<file path="src/rtl/smr_pkg.sv">
package smr_pkg;

    localparam int unsigned GAIN_W    = 16;
    localparam int unsigned GAIN_FRAC = 15;
    localparam int unsigned OCT_STEPS = 12;

    typedef enum logic [1:0] {
        RAMP_HOLD = 2'd0,
        RAMP_DOWN = 2'd1,
        RAMP_UP   = 2'd2
    } ramp_dir_e;

    // One octave of 0.5 dB mantissas in Q1.15
    function automatic logic [GAIN_W-1:0] mant_of(input int unsigned k);
        case (k)
            0:       mant_of = 16'd32768;
            1:       mant_of = 16'd30929;
            2:       mant_of = 16'd29193;
            3:       mant_of = 16'd27554;
            4:       mant_of = 16'd26008;
            5:       mant_of = 16'd24548;
            6:       mant_of = 16'd23170;
            7:       mant_of = 16'd21870;
            8:       mant_of = 16'd20643;
            9:       mant_of = 16'd19484;
            10:      mant_of = 16'd18390;
            11:      mant_of = 16'd17358;
            default: mant_of = '0;
        endcase
    endfunction

endpackage

</file>
<file path="src/rtl/smr_gain_lut.sv">
module smr_gain_lut
    import smr_pkg::*;
#(
    parameter int unsigned NSTEP = 107,
    parameter int unsigned IW    = 7
) (
    input  logic [IW-1:0]     idx,
    output logic [GAIN_W-1:0] gain
);

    int unsigned oct;
    int unsigned rem;

    always_comb begin
        oct = 32'(idx) / OCT_STEPS;
        rem = 32'(idx) % OCT_STEPS;
        if (32'(idx) >= NSTEP) begin
            gain = '0;
        end else begin
            gain = mant_of(rem) >> oct;
        end
    end

endmodule

</file>
<file path="src/rtl/smr_ramp_ctl.sv">
module smr_ramp_ctl
    import smr_pkg::*;
#(
    parameter int unsigned NSTEP    = 107,
    parameter int unsigned RAMP_LEN = 1024,
    parameter int unsigned IW       = 7,
    parameter int unsigned CW       = 11
) (
    input  logic          clk,
    input  logic          rst_n,
    input  logic          smp_stb,
    input  logic          mute_n,
    input  logic          stby_n,
    input  logic          set_we,
    input  logic [IW-1:0] set_idx,
    output logic [IW-1:0] set_out,
    output logic [CW-1:0] ctr_out,
    output logic [IW-1:0] pos
);

    localparam int unsigned RSH = $clog2(RAMP_LEN);
    localparam int unsigned PW  = IW + CW;
    localparam logic [IW-1:0] MAX_SET = IW'(NSTEP - 1);
    localparam logic [CW-1:0] CTR_TOP = CW'(RAMP_LEN);

    typedef struct packed {
        logic [IW-1:0] set;
        logic [CW-1:0] ctr;
    } ramp_st_t;

    ramp_st_t  st_d, st_q;
    ramp_dir_e dir;
    logic [IW-1:0] span;
    logic [PW-1:0] prod;

    // Direction of the next step
    always_comb begin
        dir = RAMP_HOLD;
        if (smp_stb && stby_n) begin
            if (!mute_n && st_q.ctr != CTR_TOP) begin
                dir = RAMP_UP;
            end else if (mute_n && st_q.ctr != '0) begin
                dir = RAMP_DOWN;
            end
        end
    end

    always_comb begin
        st_d = st_q;
        if (set_we) begin
            st_d.set = (set_idx > MAX_SET) ? MAX_SET : set_idx;
        end
        case (dir)
            RAMP_UP:   st_d.ctr = st_q.ctr + 1'b1;
            RAMP_DOWN: st_d.ctr = st_q.ctr - 1'b1;
            default:   st_d.ctr = st_q.ctr;
        endcase
    end

    always_ff @(posedge clk or negedge rst_n) begin
        if (!rst_n) begin
            st_q <= '0;
        end else begin
            st_q <= st_d;
        end
    end

    // Applied index: linear share of the distance to cut
    always_comb begin
        span = IW'(NSTEP) - st_q.set;
        prod = PW'(span) * PW'(st_q.ctr);
        pos  = st_q.set + IW'(prod >> RSH);
    end

    assign set_out = st_q.set;
    assign ctr_out = st_q.ctr;

endmodule

</file>
<file path="src/rtl/smr_chan_mult.sv">
module smr_chan_mult
    import smr_pkg::*;
#(
    parameter int unsigned DW = 16
) (
    input  logic                 clk,
    input  logic                 rst_n,
    input  logic                 smp_stb,
    input  logic                 stby_n,
    input  logic signed [DW-1:0] x,
    input  logic [GAIN_W-1:0]    gain,
    output logic signed [DW-1:0] y
);

    localparam int unsigned PW = DW + GAIN_W + 1;

    logic signed [PW-1:0] prod;
    logic signed [PW-1:0] scaled;
    logic signed [DW-1:0] y_d, y_q;

    always_comb begin
        prod   = x * $signed({1'b0, gain});
        scaled = prod >>> GAIN_FRAC;
        y_d    = y_q;
        if (smp_stb) begin
            y_d = stby_n ? scaled[DW-1:0] : '0;
        end
    end

    always_ff @(posedge clk or negedge rst_n) begin
        if (!rst_n) begin
            y_q <= '0;
        end else begin
            y_q <= y_d;
        end
    end

    assign y = y_q;

endmodule

</file>
<file path="src/rtl/softmute_ramp.sv">
module softmute_ramp
    import smr_pkg::*;
#(
    parameter int unsigned DW       = 16,
    parameter int unsigned NSTEP    = 107,
    parameter int unsigned RAMP_LEN = 1024
) (
    input  logic                 clk,
    input  logic                 rst_n,
    input  logic                 smp_stb,
    input  logic                 mute_n,
    input  logic                 stby_n,
    input  logic                 set_we,
    input  logic [6:0]           set_idx,
    input  logic signed [DW-1:0] x_l,
    input  logic signed [DW-1:0] x_r,
    output logic signed [DW-1:0] y_l,
    output logic signed [DW-1:0] y_r
);

    localparam int unsigned IW    = $clog2(NSTEP + 1);
    localparam int unsigned CW    = $clog2(RAMP_LEN + 1);
    localparam int unsigned NCHAN = 2;

    logic [IW-1:0]     ramp_set;
    logic [CW-1:0]     ramp_ctr;
    logic [IW-1:0]     ramp_pos;
    logic [GAIN_W-1:0] ramp_gain;

    logic signed [DW-1:0] x_arr [NCHAN];
    logic signed [DW-1:0] y_arr [NCHAN];

    smr_ramp_ctl #(
        .NSTEP    (NSTEP),
        .RAMP_LEN (RAMP_LEN),
        .IW       (IW),
        .CW       (CW)
    ) i_ramp (
        .clk     (clk),
        .rst_n   (rst_n),
        .smp_stb (smp_stb),
        .mute_n  (mute_n),
        .stby_n  (stby_n),
        .set_we  (set_we),
        .set_idx (IW'(set_idx)),
        .set_out (ramp_set),
        .ctr_out (ramp_ctr),
        .pos     (ramp_pos)
    );

    smr_gain_lut #(
        .NSTEP (NSTEP),
        .IW    (IW)
    ) i_lut (
        .idx  (ramp_pos),
        .gain (ramp_gain)
    );

    assign x_arr[0] = x_l;
    assign x_arr[1] = x_r;

    for (genvar c = 0; c < NCHAN; c++) begin : g_chan
        smr_chan_mult #(
            .DW (DW)
        ) i_mult (
            .clk     (clk),
            .rst_n   (rst_n),
            .smp_stb (smp_stb),
            .stby_n  (stby_n),
            .x       (x_arr[c]),
            .gain    (ramp_gain),
            .y       (y_arr[c])
        );
    end

    assign y_l = y_arr[0];
    assign y_r = y_arr[1];

endmodule

</file>
<file path="config.mk">
export PLATFORM = sky130hd
export DESIGN_NAME = softmute_ramp
export DESIGN_NICKNAME = d
export VERILOG_FILES = /design/src/rtl/smr_pkg.sv /design/src/rtl/smr_gain_lut.sv /design/src/rtl/smr_ramp_ctl.sv /design/src/rtl/smr_chan_mult.sv /design/src/rtl/softmute_ramp.sv
export SDC_FILE = /design/constraint.sdc
export NUM_CORES = 1
export LEC_CHECK = 0
export ABC_AREA = 1
export BUFFER_PORTS_ARGS = -buffer_cell sky130_fd_sc_hd__buf_2
export CORE_MARGIN = 3
export CORE_UTILIZATION = 50
export CTS_CLUSTER_DIAMETER = 30
export CTS_CLUSTER_SIZE = 25
export DETAILED_ROUTE_END_ITERATION = 10
export HOLD_SLACK_MARGIN = 0.08
export PLACE_DENSITY = 0.66
export SLEW_MARGIN = 40
export SYNTH_ARGS = -nofsm -noshare
export SYNTH_HDL_FRONTEND = slang
export SYNTH_SLANG_ARGS = --single-unit
</file>
<file path="constraint.sdc">
create_clock -name clk -period 14.9 [get_ports clk]
set_input_delay 1.49 -clock clk [delete_from_list [all_inputs] [get_ports clk]]
set_output_delay 1.49 -clock clk [all_outputs]
set_load 0.05 [all_outputs]
</file>
==> run metrics <==
Hold Fails Final Rpt=0; Detailed Route Iter0 Violations=1,714; Die Width=223 um; status=completed; post-route cell area=25,800 sq um; Yosys cell types=56; htree depth=2; Max stage delay on crit path=0.56 ns; DRC=0; Reg area=1250 sq um; Root Buffer=clkbuf_16; num rows=78; synth warn=0; # nets final=3,996; FFs w/ async S/R, synth=1.00; fmax=0.0704 GHz; global-route wire length before repair=110 mm; Synth Flop Type=dfrtp_1; wire length on met3=5.13 mm; CTS tree=built; PortBufs=76; worst slew pin tran=0.832 ns; Met2 Routed Length=33.4 mm; hold depth=2; Bufs and invs on worst path=13; final WL=68.8 mm; clock latency on the worst-skew pair=0.32 ns; Post-Syn Area per Cell=7.43 sq um; crit start category=flop; area of the multi-input gates=19,400 sq um; RR Endpoint=g_chan[1].i_mult.y[7]; Inst Count DP=3,800; R2R Path Start=i_ramp.set_out[4]; met1 WL=28.0 mm; # hold bufs at CTS=0; antenna violations before repair=10; hold endpoint=g_chan[1].i_mult.y[5]; R2R depth=75; Slew Viols, Final=0; Slowest-stage cell, CP=fa_1; largest net degree at the start of global routing=51; final period demand of the worst path=14.20 ns; Seq/Total Area, Yosys=0.0533; #FFs+latches synth=50; Clock Sinks=50; relative slew slack=0.444; Fill cells=4,454; worst min-delay path class=reg2reg; Worst Skew=0.00623 ns; Initial Util=0.512; clk buf depth=2; via count=20.9k; CP required=15.11 ns; CTS Buf Count=5; remaining global-route overflow=0; layout cells sized above 1=0.104; most frequent cells in the layout=778 x inv_1, 598 x nand2_1, 427 x fa_1; clock transition at the registers of the reported paths=0.08 ns; DP HPWL=55.8 mm; # setup viols final=0; most common cell after layout, fill and taps aside=inv_1; syn_nets=3,912; Post-synth EDFFs=0; CP max FO=12; synthesized instance count=3,163; vias in the first global route=21.5k; crit share post-route=0.953; top sig layer=met5; vias per inst=5.42; most used cell, CP=nand2_1; final core occ=0.562; full die area=49,600 sq um; core footprint=45,900 sq um; GR Util All Layers=0.276; Area Overhead vs Synth=9.69%; synthesized cell area=23,500 sq um; non-filler cells, final=3,852; Final ANT Viol Nets=0; gpl congestion=0.933; Critical Path AT=14.41 ns; setup TNS=0 ns; drt first pass iters=6; Worst R2R Setup Slack=0.70 ns; Worst Setup End Kind=flop; Area after DPL=24,700 sq um; # Max-Cap Violations=0; DIE HEIGHT=223 um; Avg WL per Cell=17.9 um; crit-path leading delay family=adder cells; WS Path Type=reg2reg; Hold Startpoint=g_chan[1].i_mult.y[5]; num ports=77
[state kept, by name (all words and copies together), names as in the netlist]
signal,count
g_chan.i_mult.y,32
i_ramp.ctr_out,11
i_ramp.set_out,7
[synth_stat cells (15+ instances only)]
master	count	share of area
ha_1	274	0.15
nand3_1	148	0.032
nand4_1	19	0.0051
clkbuf_1	57	0.0091
buf_1	25	0.0040
o21ai_0	69	0.015
dfrtp_1	50	0.053
fa_1	430	0.37
a21oi_1	95	0.020
inv_1	787	0.13
nor2_1	397	0.063
a31oi_1	15	0.0040
nand2_1	617	0.099
o21ai_1	15	0.0032
[worst reg2reg max path: cells and delay by family (launching register included)]
family | cells | cell delay (ns)
adders and majority gates | 14 | 6.27
AOI/OAI and AO/OA | 17 | 2.93
and+or+nand+nor | 30 | 2.92
buffers and inverters | 13 | 1.39
DFF | 1 | 0.46
xor gates and xnor gates | 1 | 0.08
[per-layer routing]
metal  global-route usage  vias to the layer above
met4               0.0845                       12
met1                0.367                    10366
met2                0.470                      743
met5                    0                        -
li1                     -                     9608
met3               0.0387                      151
[kinds of logic (layout without fill, tap and decap cells)]
family	count (synthesis)	after routing	share of synthesized area
muxes	1	1	0.000479
and+or+nand+nor	1243	1245	0.219
DFF	50	50	0.0533
adders and majority gates	704	704	0.512
xor gates and xnor gates	24	24	0.00895
buffers and inverters	895	978	0.145
AOI/OAI and AO/OA	246	246	0.0611
other	0	4	0
[area by class of cell]
class,count,area share
Tap cell,600,0.0291
Sequential cell,50,0.0486
Inverter,803,0.119
Clock inverter,3,0.000825
Antenna cell,4,0.000388
Timing Repair Buffer,165,0.0455
Timing Repair inverter,2,0.000486
Clock buffer,5,0.00486
Multi-Input combinational cell,2220,0.751
[worst max-delay path by stage]
stage | from | end | slack [ns] | cells past startpoint
after floorplan | i_ramp.set_out[2] | g_chan[1].i_mult.y[6] | 1.42 | 73
after global placement | i_ramp.set_out[3] | g_chan[1].i_mult.y[13] | 0.28 | 75
after detailed placement | i_ramp.set_out[3] | g_chan[1].i_mult.y[13] | -0.11 | 75
after CTS | i_ramp.set_out[3] | g_chan[1].i_mult.y[13] | 0.02 | 73
after global routing | i_ramp.set_out[2] | g_chan[1].i_mult.y[13] | -0.07 | 81
final | i_ramp.set_out[4] | g_chan[1].i_mult.y[7] | 0.70 | 75
[per-stage QoR]
stage / hold WS [ns] / setup WS (ns)
6_report: 0.480 / 0.700
3_3_place_gp: 0.458 / 0.277
2_1_floorplan: 0.527 / 1.42
5_1_grt: 0.498 / -0.0705
4_1_cts: 0.482 / 0.0224
3_5_place_dp: 0.462 / -0.109
[repair_timing]
item                                    in CTS  in global routing
hold endpoints to repair                     0                  0
pin swaps                                    0                 33
endpoints found under the setup margin       6                 32
gates resized for setup                      4                150
gates cloned                                 0                  5
setup buffers                                3                 32
Power is left out: the tool's default activity adds up to more than one toggle a clock period on the data nets, which glitch-free logic cannot reach.
